--- src/rtl/sft_pkg.sv ---
package sft_pkg;

    localparam int unsigned SFT_MAX_BITS = 9;
    localparam int unsigned SFT_MIN_BITS = 5;
    localparam int unsigned SFT_CNT_W    = $clog2(SFT_MAX_BITS + 1);

    typedef enum logic [1:0] {
        PAR_NONE = 2'd0,
        PAR_EVEN = 2'd1,
        PAR_ODD  = 2'd2,
        PAR_RSVD = 2'd3
    } parity_e;

    typedef enum logic [2:0] {
        PH_IDLE,
        PH_START,
        PH_DATA,
        PH_PARITY,
        PH_STOP1,
        PH_STOP2
    } phase_e;

    typedef struct packed {
        logic [SFT_CNT_W-1:0]    nbits;
        logic                    par_en;
        logic                    par_bit;
        logic                    two_stop;
        logic [SFT_MAX_BITS-1:0] data;
    } frame_t;

    // Size code to data-bit count; reserved codes select the widest size.
    function automatic logic [SFT_CNT_W-1:0] size_to_bits(input logic [2:0] code);
        logic [SFT_CNT_W-1:0] n;
        if (code > 3'd4) n = SFT_CNT_W'(SFT_MAX_BITS);
        else             n = SFT_CNT_W'(code) + SFT_CNT_W'(SFT_MIN_BITS);
        return n;
    endfunction

    // Parity over the low nbits of data; odd inverts the result.
    function automatic logic parity_of(input logic [SFT_MAX_BITS-1:0] data,
                                       input logic [SFT_CNT_W-1:0]    nbits,
                                       input logic                    odd);
        logic acc;
        acc = odd;
        for (int i = 0; i < SFT_MAX_BITS; i++) begin
            if (i < int'(nbits)) acc = acc ^ data[i];
        end
        return acc;
    endfunction

endpackage

--- src/rtl/sft_fmt_capture.sv ---
module sft_fmt_capture
    import sft_pkg::*;
#(
    parameter int unsigned DATA_W = SFT_MAX_BITS
) (
    input  logic              clk,
    input  logic              rst,
    input  logic              load,
    input  logic [2:0]        cfg_size,
    input  logic [1:0]        cfg_parity,
    input  logic              cfg_two_stop,
    input  logic [DATA_W-1:0] in_data,
    output frame_t            frm
);

    frame_t  nxt;
    parity_e pmode;

    always_comb begin
        pmode        = parity_e'(cfg_parity);
        nxt.nbits    = size_to_bits(cfg_size);
        nxt.par_en   = (pmode == PAR_EVEN) || (pmode == PAR_ODD);
        nxt.two_stop = cfg_two_stop;
        nxt.data     = SFT_MAX_BITS'(in_data);
        nxt.par_bit  = parity_of(nxt.data, nxt.nbits, pmode == PAR_ODD);
    end

    always_ff @(posedge clk) begin
        if (rst) begin
            frm <= '0;
        end else if (load) begin
            frm <= nxt;
        end
    end

endmodule

--- src/rtl/sft_sequencer.sv ---
module sft_sequencer
    import sft_pkg::*;
#(
    parameter int unsigned CNT_W = SFT_CNT_W
) (
    input  logic             clk,
    input  logic             rst,
    input  logic             tick,
    input  logic             load,
    input  logic [CNT_W-1:0] nbits,
    input  logic             par_en,
    input  logic             two_stop,
    output phase_e           phase,
    output logic [CNT_W-1:0] bit_idx,
    output logic             last_stop
);

    phase_e           phase_n;
    logic [CNT_W-1:0] idx_n;

    assign last_stop = (phase == PH_STOP2) || ((phase == PH_STOP1) && !two_stop);

    always_comb begin
        phase_n = phase;
        idx_n   = bit_idx;
        if (load) begin
            phase_n = PH_START;
            idx_n   = '0;
        end else if (tick) begin
            unique case (phase)
                PH_IDLE:  phase_n = PH_IDLE;
                PH_START: begin
                    phase_n = PH_DATA;
                    idx_n   = '0;
                end
                PH_DATA: begin
                    if (bit_idx == nbits - CNT_W'(1)) begin
                        phase_n = par_en ? PH_PARITY : PH_STOP1;
                    end else begin
                        idx_n = bit_idx + CNT_W'(1);
                    end
                end
                PH_PARITY: phase_n = PH_STOP1;
                PH_STOP1:  phase_n = two_stop ? PH_STOP2 : PH_IDLE;
                PH_STOP2:  phase_n = PH_IDLE;
                default:   phase_n = PH_IDLE;
            endcase
        end
    end

    always_ff @(posedge clk) begin
        if (rst) begin
            phase   <= PH_IDLE;
            bit_idx <= '0;
        end else begin
            phase   <= phase_n;
            bit_idx <= idx_n;
        end
    end

endmodule

--- src/rtl/sft_line_mux.sv ---
module sft_line_mux
    import sft_pkg::*;
#(
    parameter int unsigned DATA_W = SFT_MAX_BITS,
    parameter int unsigned CNT_W  = SFT_CNT_W
) (
    input  phase_e            phase,
    input  logic [CNT_W-1:0]  bit_idx,
    input  logic [DATA_W-1:0] data,
    input  logic              par_bit,
    output logic              line
);

    always_comb begin
        unique case (phase)
            PH_START:  line = 1'b0;
            PH_DATA:   line = data[bit_idx];
            PH_PARITY: line = par_bit;
            default:   line = 1'b1;
        endcase
    end

endmodule

--- src/rtl/serframe_tx.sv ---
module serframe_tx
    import sft_pkg::*;
#(
    parameter int unsigned DATA_W = SFT_MAX_BITS,
    parameter int unsigned CNT_W  = SFT_CNT_W
) (
    input  logic              clk,
    input  logic              rst,
    input  logic              baud_tick,
    input  logic [2:0]        cfg_size,
    input  logic [1:0]        cfg_parity,
    input  logic              cfg_two_stop,
    input  logic [DATA_W-1:0] in_data,
    input  logic              in_valid,
    output logic              in_ready,
    output logic              tx_line
);

    frame_t           frm;
    phase_e           phase;
    logic [CNT_W-1:0] bit_idx;
    logic             last_stop;
    logic             load;

    assign in_ready = baud_tick && ((phase == PH_IDLE) || last_stop);
    assign load     = in_valid && in_ready;

    sft_fmt_capture #(.DATA_W(DATA_W)) u_cap (
        .clk          (clk),
        .rst          (rst),
        .load         (load),
        .cfg_size     (cfg_size),
        .cfg_parity   (cfg_parity),
        .cfg_two_stop (cfg_two_stop),
        .in_data      (in_data),
        .frm          (frm)
    );

    sft_sequencer #(.CNT_W(CNT_W)) u_seq (
        .clk       (clk),
        .rst       (rst),
        .tick      (baud_tick),
        .load      (load),
        .nbits     (frm.nbits),
        .par_en    (frm.par_en),
        .two_stop  (frm.two_stop),
        .phase     (phase),
        .bit_idx   (bit_idx),
        .last_stop (last_stop)
    );

    sft_line_mux #(.DATA_W(SFT_MAX_BITS), .CNT_W(CNT_W)) u_mux (
        .phase   (phase),
        .bit_idx (bit_idx),
        .data    (frm.data),
        .par_bit (frm.par_bit),
        .line    (tx_line)
    );

endmodule

--- config.mk ---
export PLATFORM = sky130hd
export DESIGN_NAME = serframe_tx
export DESIGN_NICKNAME = d
export VERILOG_FILES = /design/src/rtl/sft_pkg.sv /design/src/rtl/sft_fmt_capture.sv /design/src/rtl/sft_sequencer.sv /design/src/rtl/sft_line_mux.sv /design/src/rtl/serframe_tx.sv
export SDC_FILE = /design/constraint.sdc
export NUM_CORES = 1
export LEC_CHECK = 0
export BUFFER_PORTS_ARGS = -buffer_cell sky130_fd_sc_hd__buf_2
export CORE_ASPECT_RATIO = 0.5
export CORE_MARGIN = 2
export CORE_UTILIZATION = 40
export CTS_CLUSTER_DIAMETER = 200
export DETAILED_ROUTE_END_ITERATION = 7
export HOLD_SLACK_MARGIN = 0.08
export PLACE_DENSITY = 0.64
export SYNTH_ARGS = -nofsm -noshare
export SYNTH_HDL_FRONTEND = slang
export SYNTH_SLANG_ARGS = --single-unit
--- constraint.sdc ---
create_clock -name clk -period 1.8 [get_ports clk]
set_input_delay 0.09 -clock clk [delete_from_list [all_inputs] [get_ports clk]]
set_output_delay 0.09 -clock clk [all_outputs]
set_load 0.02 [all_outputs]
# Yosys cells after proc, flatten, opt, wreduce, memory -nomap -nowiden
# Cells that the tools add are included.
# classes
n_addsub,3
magnitude_cmp,11
eq_ne,11
n_mux,21
bitwise,9
reduce_logical,14
# ops
cell,count
"less-than comparator 3 x 4 -> 1 bit, first input constant",4
two-way mux 1 bit,12
one-hot mux 3 bit (4 select lines),1
two-way mux 3 bit,3
bitwise XOR 1 bit,9
"less-than comparator 1 x 4 -> 1 bit, first input constant",2
"less-than comparator 2 x 4 -> 1 bit, first input constant",2
two-way mux 4 bit,2
one-hot mux 4 bit (2 select lines),1
"== test 3 x 2 -> 1 bit, second input constant",2
"== test 3 bit, second input constant",2
"less-than comparator 4 x 5 -> 1 bit, second input constant",1
"adder 3 x 3 -> 4 bit, second input constant",1
"adder 4 x 1 -> 4 bit, second input constant",1
binary-select mux 1 bit (select 4 bit),1
== test 4 bit,1
"less-than comparator 4 bit, first input constant",1
"!= test 2 bit, second input constant",2
AND reduction 2 bit,2
nonzero test 2 bit,2
"subtractor 4 x 1 -> 4 bit, second input constant",1
"== test 3 x 1 -> 1 bit, second input constant",1
"> comparator 3 bit, second input constant",1
logical AND 1 bit,3
9 further kinds,11
# word_totals
reg_bits,23
in_bits,19
word_cells,77

# Depth between registers and ports, before layout
# depth
depth_word,20
mapped_depth,10
ltp_nobuf,9

# Cells and area by module
# Synthesis repeated with hierarchy kept, for this count alone.
# unflattened
cells_unflattened,180
area_unflattened_um2,1584.0
# by_module_without_submodules
module,n_inst,cells_each,area_per_inst_um2,seq_area_each_um2
sft_fmt_capture,1,105,954.7,320.3
sft_sequencer,1,59,499.2,140.1
sft_line_mux,1,13,102.6,0.0
serframe_tx,1,3,27.5,0.0

# Worst setup path before layout
# Ideal clock, no wire load.
# synth_path
path_type,reg-to-reg
start,reg u_seq.phase[0]
end,"reg, netlist name u_cap.frm[12]"
setup_ps,91
arrival_ps,1775
required_ps,1709
path_slack_ps,-66
stages_incl_launch_ff,8
n_path_buf,1
synth_period_minus_slack_ps,1866
cell_sequence,dfxtp_1 > nand2b_1 > nor2_1 > nor4b_2 > and2_1 > buf_2 > nor2_1 > a311oi_1
# synth_between
elab_chain_cells,6
word_cells_on_any_way,8
# synth_rtl
item,line_no,rtl
from (decl),sft_sequencer.sv:13,"output phase_e phase,"
from (signal assigned),sft_sequencer.sv:56,phase <= phase_n;
== test 3 bit,sft_sequencer.sv:21,assign last_stop = (phase == PH_STOP2) || ((phase == PH_STOP1) && !two_stop);
logical AND 1 bit,sft_sequencer.sv:21,
logical OR 1 bit,sft_sequencer.sv:21,
logical OR 1 bit *,serframe_tx.sv:25,assign in_ready = baud_tick && ((phase == PH_IDLE) || last_stop);
logical AND 1 bit *,serframe_tx.sv:25,
via in_ready,serframe_tx.sv:15,"output logic in_ready,"
logical AND 1 bit *,serframe_tx.sv:26,assign load = in_valid && in_ready;
# Mark *: on every way through the listed nets, which the timed path passes. The rest lies on a longest branch.
# A chain may end at the register's enable or synchronous reset.

# Final worst setup path
# layout_path
start,"reg, netlist name u_cap.frm[12]"
end,reg u_seq.phase[2]
# layout_between
elab_chain_cells,4
# layout_rtl
item,line_no,rtl
subtractor 4 x 1 -> 4 bit,sft_sequencer.sv:37,if (bit_idx == nbits - CNT_W'(1)) begin
== test 4 bit,sft_sequencer.sv:37,
!= test 2 bit (no line),n/a,
AND reduction 2 bit (no line),n/a,
# No other way between the ends.

==> summary.md <==
| Metric | Value |
|---|---|
| Layout Nets | `245` |
| Slew headroom | `75.6%` |
| Compound-cell area share of the yosys netlist | `19.9%` |
| Initial DRC count | `57` |
| Cell accounting for the most synthesized area | `dfxtp_1` |
| WL met2 | `1.51 mm` |
| M1 wire length | `1.75 mm` |
| Worst reg2reg setup slack | `0.00004 ns` |
| Most frequent cells in the layout | `nand2_1 (35), dfxtp_1 (21), a21oi_1 (20)` |
| DIE WIDTH | `89.2 um` |
| IO Count | `21` |
| Leading cell type in the layout, fill and taps excluded | `nand2_1` |
| Most area-consuming cells after synthesis | `dfxtp_1 (32%), nand2_1 (9.1%), a21oi_1 (6.9%), ha_1 (4.3%), xor2_1 (4.2%)` |
| TritonCTS clock tree | `built` |
| H-tree Lvls | `1` |
| RSZ-0062 raised after global routing | `yes` |
| Worst-path maximum fanout | `3` |
| Dpl cells | `between 200 and 300` |
| Via count | `between 1,000 and 1,500` |
| Slew Limit Fails | `0` |
| Starting Density | `42.0%` |
| Net Count, Synth | `209` |
| Crit path required time | `2.01 ns` |
| Clk_skew | `0.00155 ns` |
| Site Rows | `15` |
| DR DRC count | `0` |
| Min-Delay Path Class | `in -> reg` |
| Number of global-route vias before repair | `1,211` |
| Hold Startpoint | `in_data[0]` |
| Avg Cell Area, Syn | `7.85 um2` |
| GPL Wtd Cong | `0.822` |
| Post-synthesis register bit count | `23` |
| Maxcap violations | `0` |
| Highest metal used | `met4` |
| Synth-to-layout area growth | `28.5%` |
| P_leak | `between 0.0007 and 0.0008 uW` |
| Core Region | `3450 um2` |
| Antenna Cells | `0` |
| Ys Warns | `0` |
| Post-layout min period | `1.80 ns` |
| DR vias/cell | `5.04` |
| Die area | `about 4200 um2` |
| Final setup violation count | `0` |
| WHS Endpoint | `u_cap.frm[0]` |
| HPWL after detailed placement | `2.57 mm` |
| Cell Area, Synth | `between 1000 and 1500 um2` |
| Overflow after GRT | `0` |
| Detailed-router iteration count before antenna repair | `4` |
| Post-Synth Adder-Cell Area | `4.31%` |
| Final Cycle Share | `100%` |
| Critical path launch point type | `flip-flop` |
| Largest family of logic cells by synthesized area | `simple AND/OR/NAND/NOR gates` |
| Hold path cells | `3` |
| First-pass GRT wire length | `5.60 mm` |
| Distinct cell type count after synthesis | `38` |
| Post-Synthesis Cells | `185` |
| Register area share after synthesis | `31.7%` |
| Die extent in y | `between 40 and 50 um` |
| WL per Instance | `between 10 and 15 um` |
| Fill count | `349` |
| Worst r2r src | `u_cap.frm[12]` |
| Finished Core Util | `54.0%` |
| CP Launch Point | `u_cap.frm[12]` |
| Fmax | `0.556 GHz` |
| Clock sinks | `23` |
| Worst reg-to-reg path cell count | `8` |
| Crit Path Class | `reg -> reg` |
| PortBufs | `20` |
| Pwr Density | `631 nW/um2` |
| Final non-filler cell area | `1870 um2` |
| Reg-to-Reg End | `u_seq.phase[2]` |
| Yosys top cell area share | `31.7%` |
| Fin. Hold Viols | `0` |
| Post-Route WL | `3.42 mm` |
| Clk_lat worst skew | `0.27 ns` |
| Initial antenna violation count | `0` |
| Largest net degree at the start of global routing | `22` |
| Worst Tran Pin Value | `0.365 ns` |
| Met3 wire len | `126 um` |
| CP arrival | `2.01 ns` |
| CTS buffer count | `3` |
| Share of post-route cells with drive strength above 1 | `25.5%` |
| Gr usage total | `between 15 and 20%` |
| Placed Instance Area | `1710 um2` |
| IR Drop Worst-Case VDD | `286 uV` |
| Worst Setup End Kind | `flip-flop` |
| Clk buf depth | `2` |
| Post-synthesis mux area share | `4.48%` |
| Non-Filler Instances | `271` |
| Clock edge transition at the registers on the reported setup and hold paths | `approximately 0.080 ns` |
| Final ANT Viol Nets | `0` |
| Simple-gate share of the synthesized area | `25.2%` |
| CTS root buf | `clkbuf_8` |
| XOR/XNOR share of the synthesized area | `9.40%` |
| Outcome | `finished, final reports clean` |
==> timing repair <==
| item | in CTS | in global routing |
|---|---|---|
| gates cloned | 0 | 0 |
| hold buffers | 5 | 0 |
| hold endpoints to repair | 5 | 0 |
| buffers inserted | 2 | 0 |
| pin swaps | 0 | 2 |
| endpoints found under the setup margin | 2 | 3 |
| gates resized for setup | 6 | 6 |
==> worst max-delay path: stages, from the launching register on <==
cell and delay (ns):
dfxtp_1 0.35, inv_1 0.05, ha_1 0.30, xor2_1 0.16
a41oi_2 0.17, nand2b_4 0.18, nor4bb_1 0.34, a21oi_1 0.10
nor2_1 0.10
==> final cells by class <==
| type | instances | area (um2) | area share [%] |
|---|---|---|---|
| inverter | 8 | 30.0 | 1.61 |
| multi-input combinational | 144 | 966 | 51.8 |
| timing repair buffer | 41 | 289 | 15.5 |
| sequential | 23 | 468 | 25.1 |
| clock buffer | 3 | 41.3 | 2.21 |
| tap | 51 | 63.8 | 3.42 |
| clock inverter | 1 | 7.51 | 0.402 |
==> per-layer routing <==
layer / global-route usage (%) / up-vias
met3: 3.76 / 2
met2: 29.3 / 33
met4: 5.37 / 0
met1: 25.2 / 617
met5: 0 / -
li1: - / 714
==> metrics by stage <==
| stage | setup TNS [ns] | total power (uW) | hold WS, ns | setup WS (ns) |
|---|---|---|---|---|
| after floorplan | 0 | 748 | 0.226 | 0.0227 |
| after global placement | 0 | 838 | 0.332 | 0.0376 |
| after detailed placement | -0.0205 | 844 | 0.339 | -0.0205 |
| after CTS | 0 | 1190 | 0.0913 | 0.00609 |
| after global routing | -0.177 | 1240 | 0.0972 | -0.0885 |
| final | 0 | 1180 | 0.0992 | 0.0000429 |
==> where the power goes <==
group | switching [uW] | total, uW | internal [uW] | leakage [uW]
Combinational | 151 | 301 | 151 | 0.000551
Clock | 173 | 330 | 157 | 0.0000217
Sequential | 17.2 | 547 | 530 | 0.000189
Total | 341 | 1180 | 837 | 0.000762
==> sequential cells by signal (all words and copies together), names as in the netlist <==
signal         cells
u_seq.phase        3
u_seq.bit_idx      4
u_cap.frm         16
==> how the worst max path moves through the flow <==
stage | to | slack [ns] | cells after the start
detailed placement | u_cap.frm[10] | -0.02 | 9
global route | u_seq.phase[2] | -0.09 | 8
floorplan | u_cap.frm[10] | 0.02 | 9
CTS | u_seq.phase[2] | 0.006 | 8
global placement | u_seq.bit_idx[3] | 0.04 | 8
finish | u_seq.phase[2] | 0.00004 | 8
==> synthesized netlist by cell type, drive strengths merged <==
master   number
o22ai         3
a211oi        3
a21oi        20
o211ai        3
xor2          7
clkbuf        6
a31oi         3
mux2i         2
a21boi        1
o21a          1
nor3          4
nand4bb       1
inv           8
a311oi        1
buf           4
ha            5
o211a         1
and2          2
dfxtp        23
nor4bb        1
nand2b        6
xnor3         1
nor2         13
mux4          2
xnor2         6
a31o          1
o31ai         1
a41oi         1
nand3         5
nor2b         3
nand3b        2
a21o          1
nor4b         2
nand2        35
nand4         1
o21ai         6
==> cells by family (layout without fill, tap and decap cells) <==
family / after synthesis / after routing
mux: 4 / 4
xor+xnor: 14 / 14
compound gates: 46 / 46
buf+inv: 18 / 53
simple gates: 75 / 75
fa+ha+maj: 5 / 5
flops: 23 / 23
Note: power is estimated with default switching activity, not from simulation.
